--- config.mk ---
export PLATFORM = sky130hd
export DESIGN_NAME = pll_reconfig_seq
export DESIGN_NICKNAME = d
export VERILOG_FILES = /design/src/rtl/pll_seq_pkg.sv /design/src/rtl/pll_seq_timer.sv /design/src/rtl/pll_seq_ctrlreg.sv /design/src/rtl/pll_seq_fsm.sv /design/src/rtl/pll_reconfig_seq.sv
export SDC_FILE = /design/constraint.sdc
export NUM_CORES = 1
export LEC_CHECK = 0
export ABC_CLOCK_PERIOD_IN_PS = 2700
export BUFFER_PORTS_ARGS = -buffer_cell sky130_fd_sc_hd__buf_2
export CORE_MARGIN = 2
export CORE_UTILIZATION = 51
export DETAILED_ROUTE_END_ITERATION = 6
export PLACE_DENSITY = 0.84
export SLEW_MARGIN = 20
export SYNTH_ARGS = -nofsm -noshare
export SYNTH_HDL_FRONTEND = slang
export SYNTH_HIERARCHICAL = 1
export SYNTH_SLANG_ARGS = --single-unit
--- constraint.sdc ---
create_clock -name clk -period 2.7 [get_ports clk]
set_input_delay 0.135 -clock clk [delete_from_list [all_inputs] [get_ports clk]]
set_output_delay 0.135 -clock clk [all_outputs]
set_load 0.05 [all_outputs]
--- src/rtl/pll_seq_pkg.sv ---
package pll_seq_pkg;

    localparam int WORD_W   = 64;
    localparam int HALF_W   = 32;
    localparam int DOUT_LSB = 0;
    localparam int DOUT_W   = 7;
    localparam int LOOP_LSB = 21;
    localparam int LOOP_W   = 9;
    localparam int DREF_LSB = 32;
    localparam int DREF_W   = 7;
    localparam int LOCK_BIT = 39;
    localparam int SEL_BIT  = 40;
    localparam int LOAD_BIT = 43;
    localparam int BYP_BIT  = 44;
    localparam int PDN_BIT  = 45;

    typedef struct packed {
        logic [DREF_W-1:0] div_ref;
        logic [LOOP_W-1:0] loop_mul;
        logic [DOUT_W-1:0] div_out;
    } div_set_t;

    typedef enum logic [3:0] {
        ST_IDLE, ST_BYP_ON, ST_SEL_OFF, ST_PDN_ON, ST_LOAD_ON, ST_DIV_WR,
        ST_LOAD_OFF, ST_PDN_OFF, ST_SETTLE, ST_POLL, ST_SEL_ON, ST_BYP_OFF
    } seq_state_e;

    typedef enum logic [3:0] {
        OP_NONE, OP_BYP_SET, OP_BYP_CLR, OP_SEL_SET, OP_SEL_CLR,
        OP_PDN_SET, OP_PDN_CLR, OP_LOAD_SET, OP_LOAD_CLR, OP_DIV_WR
    } step_op_e;

    // Mask of bits that no sequence step owns.
    function automatic logic [WORD_W-1:0] spare_mask();
        logic [WORD_W-1:0] m;
        m = '1;
        m[DOUT_LSB +: DOUT_W] = '0;
        m[LOOP_LSB +: LOOP_W] = '0;
        m[DREF_LSB +: DREF_W] = '0;
        m[LOCK_BIT] = 1'b0;
        m[SEL_BIT]  = 1'b0;
        m[LOAD_BIT] = 1'b0;
        m[BYP_BIT]  = 1'b0;
        m[PDN_BIT]  = 1'b0;
        return m;
    endfunction

    // Read-modify-write of one field; every other bit passes through.
    function automatic logic [WORD_W-1:0] apply_step(
        input logic [WORD_W-1:0] w,
        input step_op_e          op,
        input div_set_t          d
    );
        logic [WORD_W-1:0] r;
        r = w;
        case (op)
            OP_BYP_SET:  r[BYP_BIT]  = 1'b1;
            OP_BYP_CLR:  r[BYP_BIT]  = 1'b0;
            OP_SEL_SET:  r[SEL_BIT]  = 1'b1;
            OP_SEL_CLR:  r[SEL_BIT]  = 1'b0;
            OP_PDN_SET:  r[PDN_BIT]  = 1'b1;
            OP_PDN_CLR:  r[PDN_BIT]  = 1'b0;
            OP_LOAD_SET: r[LOAD_BIT] = 1'b1;
            OP_LOAD_CLR: r[LOAD_BIT] = 1'b0;
            OP_DIV_WR: begin
                r[DOUT_LSB +: DOUT_W] = d.div_out;
                r[LOOP_LSB +: LOOP_W] = d.loop_mul;
                r[DREF_LSB +: DREF_W] = d.div_ref;
            end
            default: r = w;
        endcase
        return r;
    endfunction

endpackage

--- src/rtl/pll_seq_timer.sv ---
module pll_seq_timer #(
    parameter int CNT_W = 8
) (
    input  logic             clk,
    input  logic             rst,
    input  logic             clr,
    input  logic             inc,
    output logic [CNT_W-1:0] cnt
);
    always_ff @(posedge clk) begin
        if (rst || clr) begin
            cnt <= '0;
        end else if (inc) begin
            cnt <= cnt + 1'b1;
        end
    end
endmodule

--- src/rtl/pll_seq_ctrlreg.sv ---
module pll_seq_ctrlreg
    import pll_seq_pkg::*;
(
    input  logic              clk,
    input  logic              rst,
    input  logic              host_we,
    input  logic              host_hi,
    input  logic [HALF_W-1:0] host_data,
    input  step_op_e          op,
    input  div_set_t          divs,
    input  logic              locked_in,
    output logic [WORD_W-1:0] word
);
    logic [WORD_W-1:0] after_host;
    logic [WORD_W-1:0] word_d;

    always_comb begin
        after_host = word;
        if (host_we) begin
            if (host_hi) begin
                after_host[WORD_W-1:HALF_W] = host_data;
            end else begin
                after_host[HALF_W-1:0] = host_data;
            end
        end
        word_d = apply_step(after_host, op, divs);
        word_d[LOCK_BIT] = locked_in;
    end

    always_ff @(posedge clk) begin
        if (rst) begin
            word <= '0;
        end else begin
            word <= word_d;
        end
    end
endmodule

--- src/rtl/pll_seq_fsm.sv ---
module pll_seq_fsm
    import pll_seq_pkg::*;
#(
    parameter int SETTLE_CYC = 100,
    parameter int POLL_MAX   = 2000,
    parameter int CNT_W      = 11
) (
    input  logic             clk,
    input  logic             rst,
    input  logic             start,
    input  logic             lock_seen,
    input  logic [CNT_W-1:0] cnt,
    output step_op_e         op,
    output logic             tmr_clr,
    output logic             tmr_inc,
    output logic             busy,
    output logic             done,
    output logic             timeout
);
    localparam logic [CNT_W-1:0] SETTLE_LAST = CNT_W'(SETTLE_CYC - 1);
    localparam logic [CNT_W-1:0] POLL_LAST   = CNT_W'(POLL_MAX - 1);

    seq_state_e state, state_d;
    logic       finish;
    logic       give_up;

    always_comb begin
        state_d = state;
        op      = OP_NONE;
        tmr_clr = 1'b0;
        tmr_inc = 1'b0;
        finish  = 1'b0;
        give_up = 1'b0;
        case (state)
            ST_IDLE:     if (start) state_d = ST_BYP_ON;
            ST_BYP_ON:   begin op = OP_BYP_SET;  state_d = ST_SEL_OFF;  end
            ST_SEL_OFF:  begin op = OP_SEL_CLR;  state_d = ST_PDN_ON;   end
            ST_PDN_ON:   begin op = OP_PDN_SET;  state_d = ST_LOAD_ON;  end
            ST_LOAD_ON:  begin op = OP_LOAD_SET; state_d = ST_DIV_WR;   end
            ST_DIV_WR:   begin op = OP_DIV_WR;   state_d = ST_LOAD_OFF; end
            ST_LOAD_OFF: begin op = OP_LOAD_CLR; state_d = ST_PDN_OFF;  end
            ST_PDN_OFF: begin
                op      = OP_PDN_CLR;
                tmr_clr = 1'b1;
                state_d = ST_SETTLE;
            end
            ST_SETTLE: begin
                if (cnt == SETTLE_LAST) begin
                    tmr_clr = 1'b1;
                    state_d = ST_POLL;
                end else begin
                    tmr_inc = 1'b1;
                end
            end
            ST_POLL: begin
                if (lock_seen) begin
                    tmr_clr = 1'b1;
                    state_d = ST_SEL_ON;
                end else if (cnt == POLL_LAST) begin
                    tmr_clr = 1'b1;
                    give_up = 1'b1;
                    state_d = ST_SEL_ON;
                end else begin
                    tmr_inc = 1'b1;
                end
            end
            ST_SEL_ON:   begin op = OP_SEL_SET; state_d = ST_BYP_OFF; end
            ST_BYP_OFF: begin
                op      = OP_BYP_CLR;
                finish  = 1'b1;
                state_d = ST_IDLE;
            end
            default:     state_d = ST_IDLE;
        endcase
    end

    always_ff @(posedge clk) begin
        if (rst) begin
            state   <= ST_IDLE;
            done    <= 1'b0;
            timeout <= 1'b0;
        end else begin
            state <= state_d;
            done  <= finish;
            if (state == ST_IDLE && start) begin
                timeout <= 1'b0;
            end else if (give_up) begin
                timeout <= 1'b1;
            end
        end
    end

    assign busy = (state != ST_IDLE);
endmodule

--- src/rtl/pll_reconfig_seq.sv ---
module pll_reconfig_seq
    import pll_seq_pkg::*;
#(
    parameter int CLK_HZ    = 50_000_000,
    parameter int SETTLE_US = 2,
    parameter int POLL_MAX  = 2000
) (
    input  logic                clk,
    input  logic                rst,
    input  logic                start,
    input  logic [DREF_W-1:0]   new_div_ref,
    input  logic [LOOP_W-1:0]   new_loop_mul,
    input  logic [DOUT_W-1:0]   new_div_out,
    input  logic                wr_en,
    input  logic                wr_hi,
    input  logic [HALF_W-1:0]   wr_data,
    input  logic                pll_locked_in,
    output logic [WORD_W-1:0]   ctrl_word,
    output logic [DOUT_W-1:0]   pll_div_out,
    output logic [LOOP_W-1:0]   pll_loop_mul,
    output logic [DREF_W-1:0]   pll_div_ref,
    output logic                pll_out_sel,
    output logic                pll_load,
    output logic                pll_bypass,
    output logic                pll_pwrdn,
    output logic                busy,
    output logic                done,
    output logic                lock_timeout
);
    localparam int SETTLE_RAW = (CLK_HZ / 1_000_000) * SETTLE_US;
    localparam int SETTLE_CYC = (SETTLE_RAW < 1) ? 1 : SETTLE_RAW;
    localparam int CNT_MAX    = (SETTLE_CYC > POLL_MAX) ? SETTLE_CYC : POLL_MAX;
    localparam int CNT_W      = $clog2(CNT_MAX + 1);

    div_set_t         divs_q;
    step_op_e         op;
    logic             tmr_clr, tmr_inc;
    logic [CNT_W-1:0] cnt;
    logic             host_we;

    always_ff @(posedge clk) begin
        if (rst) begin
            divs_q <= '0;
        end else if (!busy && start) begin
            divs_q <= '{div_ref: new_div_ref, loop_mul: new_loop_mul, div_out: new_div_out};
        end
    end

    assign host_we = wr_en && !busy && !start;

    pll_seq_fsm #(
        .SETTLE_CYC (SETTLE_CYC),
        .POLL_MAX   (POLL_MAX),
        .CNT_W      (CNT_W)
    ) u_fsm (
        .clk       (clk),
        .rst       (rst),
        .start     (start),
        .lock_seen (ctrl_word[LOCK_BIT]),
        .cnt       (cnt),
        .op        (op),
        .tmr_clr   (tmr_clr),
        .tmr_inc   (tmr_inc),
        .busy      (busy),
        .done      (done),
        .timeout   (lock_timeout)
    );

    pll_seq_timer #(.CNT_W(CNT_W)) u_timer (
        .clk (clk),
        .rst (rst),
        .clr (tmr_clr),
        .inc (tmr_inc),
        .cnt (cnt)
    );

    pll_seq_ctrlreg u_reg (
        .clk       (clk),
        .rst       (rst),
        .host_we   (host_we),
        .host_hi   (wr_hi),
        .host_data (wr_data),
        .op        (op),
        .divs      (divs_q),
        .locked_in (pll_locked_in),
        .word      (ctrl_word)
    );

    assign pll_div_out  = ctrl_word[DOUT_LSB +: DOUT_W];
    assign pll_loop_mul = ctrl_word[LOOP_LSB +: LOOP_W];
    assign pll_div_ref  = ctrl_word[DREF_LSB +: DREF_W];
    assign pll_out_sel  = ctrl_word[SEL_BIT];
    assign pll_load     = ctrl_word[LOAD_BIT];
    assign pll_bypass   = ctrl_word[BYP_BIT];
    assign pll_pwrdn    = ctrl_word[PDN_BIT];
endmodule

==> summary.md, run 1 <==
| Metric | Value |
|---|---|
| Outcome | complete, no violations |
| CTS HTree Levels | 3 |
| Die H | 102 um |
| Ranking of synthesized cells by area | dfxtp_1 43%, nand2_1 9.9%, buf_4 5.6%, nand4bb_1 5.6%, a21oi_1 4.7% |
| Seq/Total Area, Yosys | a little over two fifths |
| Nets | 736 |
| Residual DRC count | 0 |
| Num CTS Buffers | 9 |
| Fin. max-slew vios | 0 |
| Core Region | about 9000 sq um |
| Final setup vio count | 0 |
| Max clock buf depth | 2 |
| Slew margin rel. | a little over two fifths |
| Via density | ~5.5 |
| TritonCTS clock tree | done |
| Clk pwr share | 32.2% |
| Vias in the first global route | about 4,200 |
| Post-Syn Instances | 560 |
| Fillers | 786 |
| Critical Path Fanout Max | 32 |
| Max-Cap Viols | 0 |
| Vias | 4,417 |
| Synth cell types | 52 |
| Gate power share | about a fifth |
| Most common cell in the netlist | nand2_1 |
| Synth area leader | dfxtp_1 |
| Worst-path clk slew | between 0.1 and 0.15 ns |
| Die width | around 100 um |
| I/O Buffers | about 150 |
| Post-synth top area share | about 43% |
| Worst Path Arrival | about 2.5 ns |
| Post-synthesis net count | 622 |
| GPL Wtd Cong | between 0.8 and 0.9 |
| Gr ovfl total | 0 |
| Post-synth EDFFs | 0 |
| Antenna diodes | 0 |
| Setup TNS | 0 ns |
| GRT Total Usage | between 20% and 30% |
| Dpl cells | 784 |
| Hold Path Depth | 3 |
| Switching power | ~1.1 mW |
| Leakage power | roughly 2.4 nW |
| RSZ-0062 raised after global routing | no |
| Ys async rst share | 0% |
| CP Data Required Time | a little under 3 ns |
| DP HPWL | between 8000 and 9000 um |
| Initial core utilization | 52.6% |
| Routed WL | between 10,000 and 15,000 um |
| Clock Sinks | approximately 100 |
| Setup ws final | between 0.4 and 0.5 ns |
| Top post-synthesis cells by count | 128 x nand2_1, 104 x dfxtp_1, 46 x a21oi_1 |
| Initial DRT Pass Iterations | 5 |
| R2R depth | 8 |
| Max VDD drop | around 0.00031 V |
| Sw Ratio | a little under a third |
| PD cells | 601 nW/um^2 |
| Area grow syn2layout | 18.3% |
| Layout cell share with drive strength beyond 1 | 30.2% |
| Internal | between 2 and 2.5 mW |
| Highest clock rate | between 400 and 500 MHz |
| Final ANT Viol Nets | 0 |
| Period utilization | about 85% |
| Site row count | 35 |
| Starting DRT DRC Count | 207 |
| Non-Filler Instances | between 800 and 900 |
| Ys Warns | 6 |
| Clock Latency Late Sink | about 0.36 ns |
| First-pass GRT wire length | around 20,000 um |
| Synth Area per Inst | between 8 and 9 sq um |
| Pwr Total | approximately 3.5 mW |
| Antenna violations before repair | 0 |
| Largest net degree at the start of global routing | 93 |
| Post-CTS Setup Inserts | 0 |
| Slew @ Worst Pin | about 0.85 ns |
| Final Skew | approximately 0.013 ns |
| Yosys reg bits | around 100 |
| CTS root buffer | clkbuf_8 |
| Crit. End Element | register |
| Worst setup SP type | register |
| Post-synthesis cell area | 4860 sq um |
| Final hold viol count | 0 |
| Setup CP Type | register to register |
| I/O Pins | between 150 and 200 |
| Die ar. | approximately 10,000 sq um |
| Hold slack | ~0.016 ns |
| Sequential share of power | about half |
| Tmin final | roughly 2.3 ns |
| Post-DR wirelength/cell | roughly 15 um |
| Synth Flop Type | dfxtp_1 |
| Hold crit path type | input port to register |
| Pre-CTS setup slack | between 0.4 and 0.5 ns |
==> layout by cell type, fill, tap and decap left out, types with 5 or more instances in the layout <==
cell type      Yosys  final
a311oi_2          14     14
buf_4             36     10
dfxtp_1          104    104
clkbuf_8           0      9
nand2b_1          25     25
a21oi_1           46     46
buf_2             13    153
and3_1             5      5
a311oi_1          10     10
nand4bb_1         24     23
nand2_1          128    128
o21ai_1           24     24
dlygate4sd3_1      0      8
nor2b_1            8      7
nor2_1            33     33
==> registers in the layout (all words and copies together), names as in the netlist <==
name,cells
u_reg/word,64
divs_q,23
u_timer/cnt,11
u_fsm/state,4
u_fsm/done,1
u_fsm/timeout,1
==> critical path: stages, from the launching register on <==
cell	delay [ns]
dfxtp_1	0.41
nor2_1	0.27
nand2_1	0.11
nor3b_1	0.27
buf_4	0.20
nor2b_2	0.13
buf_4	0.34
nand2_1	0.11
a311oi_1	0.33
==> cell type report <==
type / count / area (sq um) / share of cell area, %
timing repair buffer: 172 / 941 / 16.3
clock buffer: 9 / 124 / 2.15
sequential: 104 / 2080 / 36.2
inverter: 4 / 15.0 / 0.261
tap: 129 / 161 / 2.80
multi-input combinational: 383 / 2320 / 40.3
clock inverter: 7 / 113 / 1.96
==> per-layer routing <==
metal  GRT usage, %  part of all wire [%]  up-vias
met4           6.76                   1.3        0
met2           40.2                    49      185
met1           30.2                    42     2078
met3           6.21                   7.3        8
met5              0                     0        -
li1               -                     -     2146
==> cell families (layout without fill, tap and decap cells) <==
family / after synthesis / count (layout) / share of synthesized area [%]
AO/OA/AOI/OAI: 112 / 112 / 16.5
adder cells (fa/ha/maj): 1 / 1 / 0.257
AND/OR/NAND/NOR: 260 / 260 / 28.9
flip-flops: 104 / 104 / 42.8
multiplexers: 3 / 3 / 0.643
XOR/XNOR: 7 / 7 / 1.26
buffers and inverters: 73 / 192 / 9.67
==> power by group through the flow <==
stage	clock network, mW	logic [mW]	registers, mW
5_1_grt	1.20	0.723	1.68
3_5_place_dp	0	0.669	1.70
6_report	1.11	0.680	1.67
3_3_place_gp	0	0.658	1.69
4_1_cts	1.13	0.673	1.67
2_1_floorplan	0	0.395	1.82
==> final timing paths <==
check                 start              to  slack [ns]
max          u_fsm/state[1]  u_reg/word[28]        0.41
min              wr_data[8]   u_reg/word[8]        0.02
max reg2reg  u_fsm/state[1]  u_reg/word[28]        0.41
min reg2reg  u_reg/word[16]  u_reg/word[16]        0.46
==> repair_timing <==
item / 4_1_cts / 5_1_grt
endpoints found under the hold margin: 2 / 6
resized for setup: 0 / 0
hold buffers: 2 / 6
==> metrics by stage <==
stage	instance area [sq um]	util, %
6_report	5760	62.3
5_1_grt	5760	62.3
4_1_cts	5700	61.6
3_5_place_dp	5440	58.9
3_3_place_gp	5440	58.9
2_1_floorplan	4860	-
Note: power is estimated with default switching activity, not from simulation.
==> run 2, diff against run 1 <==
ABC_CLOCK_PERIOD_IN_PS = 1890   (was 2700)
CORE_UTILIZATION = 46   (was 51)
PLACE_DENSITY = 0.8   (was 0.84)
clock period = 1.89 ns   (was 2.7 ns; I/O delays follow)
==> run 2 against run 1 <==
The run now ends with setup timing left. Cell count is 9.8% higher. Global-route usage is 0.76 points lower. Die area rose by 10%. Count of clock-buffer cells in the layout did not move. Highest routed layer unchanged. Total power rose by 48%.
==> summary.md, run 2 (synthesis gave the netlist of run 1 again) <==
| Metric | Value |
|---|---|
| Outcome | finished, violations left (was complete, no violations) |
| Failing checks | setup timing |
| Slew @ Worst Pin | 0.534 ns (was 0.850 ns) |
| RR Startpoint | u_fsm/state[1] (unchanged) |
| Highest clock rate | 522 MHz (was 436 MHz) |
| Vias in the first global route | 4,438 (was 4,188) |
| Design area | 6940 sq um (was 5760 sq um) |
| I/O Buffers | 154 (unchanged) |
| Final Skew | 0.0107 ns (was 0.0130 ns) |
| Initial core utilization | 47.3% (was 52.6%) |
| Global-route met3 utilization | 3.16% (was 6.21%) |
| First-pass GRT wire length | 21,400 um (was 19,800 um) |
| Worst setup path startpoint | u_fsm/state[1] (unchanged) |
| Pwr Total | 5.12 mW (was 3.46 mW) |
| DP HPWL | 8670 um (was 8480 um) |
| RSZ-0062 raised after global routing | yes (was no) |
| Antenna diodes | 0 (unchanged) |
| Hold path start | wr_data[1] (was wr_data[8]) |
| PD cells | 737 nW/um^2 (was 601 nW/um^2) |
| Busiest grt layer | met2 (unchanged) |
| Max VDD drop | 0.000448 V (was 0.000315 V) |
| Worst setup SP type | register (unchanged) |
| Hold Path Sink | u_reg/word[1] (was u_reg/word[8]) |
| Core Region | 10,300 sq um (was 9240 sq um) |
| Largest net degree at the start of global routing | 83 (was 93) |
| Worst-path clk slew | 0.11 ns (about the same) |
| Hold crit path type | input port to register (unchanged) |
| Leakage power | 3.02 nW (was 2.45 nW) |
| Residual DRC count | 0 (unchanged) |
| Setup CP Type | register to register (unchanged) |
| Met1 Use GR | 29.2% (was 30.2%) |
| Setup ws final | -0.0252 ns (was 0.408 ns) |
| Final ANT Viol Nets | 0 (unchanged) |
| Clock Sinks | 104 (unchanged) |
| Area of the multi-input gates | 2680 sq um (was 2320 sq um) |
| Period utilization | 101% (was 84.9%) |
| Non-Filler Instances | 887 (was 808) |
| Die width | 107 um (was 102 um) |
| Die H | 107 um (was 102 um) |
| Setup TNS | -0.0860 ns (was 0 ns) |
| Max clock buf depth | 2 (unchanged) |
| CTS HTree Levels | 3 (unchanged) |
| Reg2reg end | u_reg/word[45] (was u_reg/word[28]) |
| Antenna violations before repair | 0 (unchanged) |
| Starting DRT DRC Count | 388 (was 207) |
| TritonCTS clock tree | done (unchanged) |
| Die ar. | 11,400 sq um (was 10,300 sq um) |
| Gr ovfl total | 0 (unchanged) |
| Area after detailed placement | 5750 sq um (was 5440 sq um) |
| Hold Path Depth | 3 (unchanged) |
| Most frequent cells in the layout | 153 x buf_2, 107 x nand2_1, 97 x dfxtp_1 (was 153 x buf_2, 128 x nand2_1, 104 x dfxtp_1) |
| Top Registers | u_reg/word: 64 flops, divs_q: 23 flops, u_timer/cnt: 11 flops (unchanged) |
| Dpl cells | 812 (was 784) |
| Final setup vio count | 11 (was 0) |
| Clock Latency Late Sink | 0.37 ns (was 0.36 ns) |
| Num CTS Buffers | 9 (unchanged) |
| CTS root buffer | clkbuf_8 (unchanged) |
| Post-DR wirelength/cell | 17.3 um (was 15.4 um) |
| Slew margin rel. | 64.4% (was 43.4%) |
| Area grow syn2layout | 42.7% (was 18.3%) |
| I/O Pins | 155 (unchanged) |
| GRT Total Usage | 23.1% (was 23.9%) |
| Vias | 4,905 (was 4,417) |
| R2R depth | 9 (was 8) |
| Tmin final | 1.92 ns (was 2.29 ns) |
| GPL Wtd Cong | 0.843 (was 0.893) |
| Max-Cap Viols | 0 (unchanged) |
| Register area | 2100 sq um (was 2080 sq um) |
| FF-to-FF setup slack | -0.03 ns (was 0.41 ns) |
| Site row count | 37 (was 35) |
| M2 GR Usage | 40.4% (was 40.2%) |
| Critical Path Fanout Max | 5 (was 32) |
| Worst Path Arrival | 2.18 ns (was 2.54 ns) |
| Initial DRT Pass Iterations | 6 (was 5) |
| CP Data Required Time | 2.16 ns (was 2.95 ns) |
| Nets | 808 (was 736) |
| Biggest register | u_reg/word (unchanged) |
| Commonest non-fill, non-tap cell in the layout | buf_2 (unchanged) |
| Via density | 5.53 (was 5.47) |
| Max FFs per register | 64 (unchanged) |
| Crit. End Element | register (unchanged) |
| Routed WL | 15,300 um (was 12,400 um) |
| Final hold viol count | 0 (unchanged) |
| Layout cell share with drive strength beyond 1 | 41.0% (was 30.2%) |
| Fillers | 777 (was 786) |
| Fin. max-slew vios | 0 (unchanged) |
## run 2: changes by cell type in the layout (fill, tap and decap cells not counted), moves of 8 or more
cell	before	now
dlygate4sd3_1	8	42
buf_4	10	31
nand2_1	128	107
a21oi_1	46	31
a21oi_2	0	14
nand2_4	0	12
nand2_2	0	8
## run 2: metrics by stage
step	utilization, %	worst slack (ns)	hold WS, ns
5_1_grt	67.5	-0.0921	0.00737
6_report	67.5	-0.0252	0.0120
3_5_place_dp	55.9	-0.0365	0.334
2_1_floorplan	-	-0.0422	0.156
4_1_cts	62.3	-0.00755	0.00155
3_3_place_gp	55.9	0.0166	0.309
## run 2: critical path, cell delays in order, from the launching register on
cell	delay (ns)
dfxtp_4	0.38
nor2_4	0.15
buf_12	0.13
nand2_8	0.05
nor3b_4	0.28
buf_6	0.16
buf_4	0.12
and3_1	0.20
a21oi_1	0.07
o32ai_1	0.28
## run 2: worst max-delay path by stage
stage                                end  slack, ns  cells past startpoint
after detailed placement  u_timer/cnt[8]      -0.04                      6
after CTS                 u_timer/cnt[8]     -0.008                      6
after floorplan            u_reg/word[1]      -0.04                     10
final                     u_reg/word[45]      -0.03                      9
after global routing      u_reg/word[45]      -0.09                      9
after global placement    u_timer/cnt[3]       0.02                      8
## run 2: layout make-up
class,instances,area share (%)
Clock buffer,9,1.78
Clock inverter,7,1.32
Inverter,4,0.216
Multi-Input combinational cell,383,38.6
Sequential cell,104,30.2
Tap cell,136,2.45
Timing Repair Buffer,244,25.4
## run 2: what timing repair did
item	4_1_cts	5_1_grt
endpoints found under the setup margin	21	51
setup buffers	1	9
pin swaps	2	40
cloned	0	7
endpoints found under the hold margin	55	0
hold buffers	42	0
gates resized for setup	8	78
## run 2: per-layer routing
| metal | routed length (um) | vias to the layer above |
|---|---|---|
| met5 | 0 | - |
| met4 | 399 | 0 |
| met3 | 823 | 44 |
| met2 | 7770 | 210 |
| met1 | 6320 | 2350 |
| li1 | - | 2301 |
## run 2: where the power goes
group / switching [mW] / internal [mW]
clock: 0.833 / 0.643
combinational: 0.776 / 0.482
sequential: 0.0810 / 2.30
total: 1.69 / 3.42
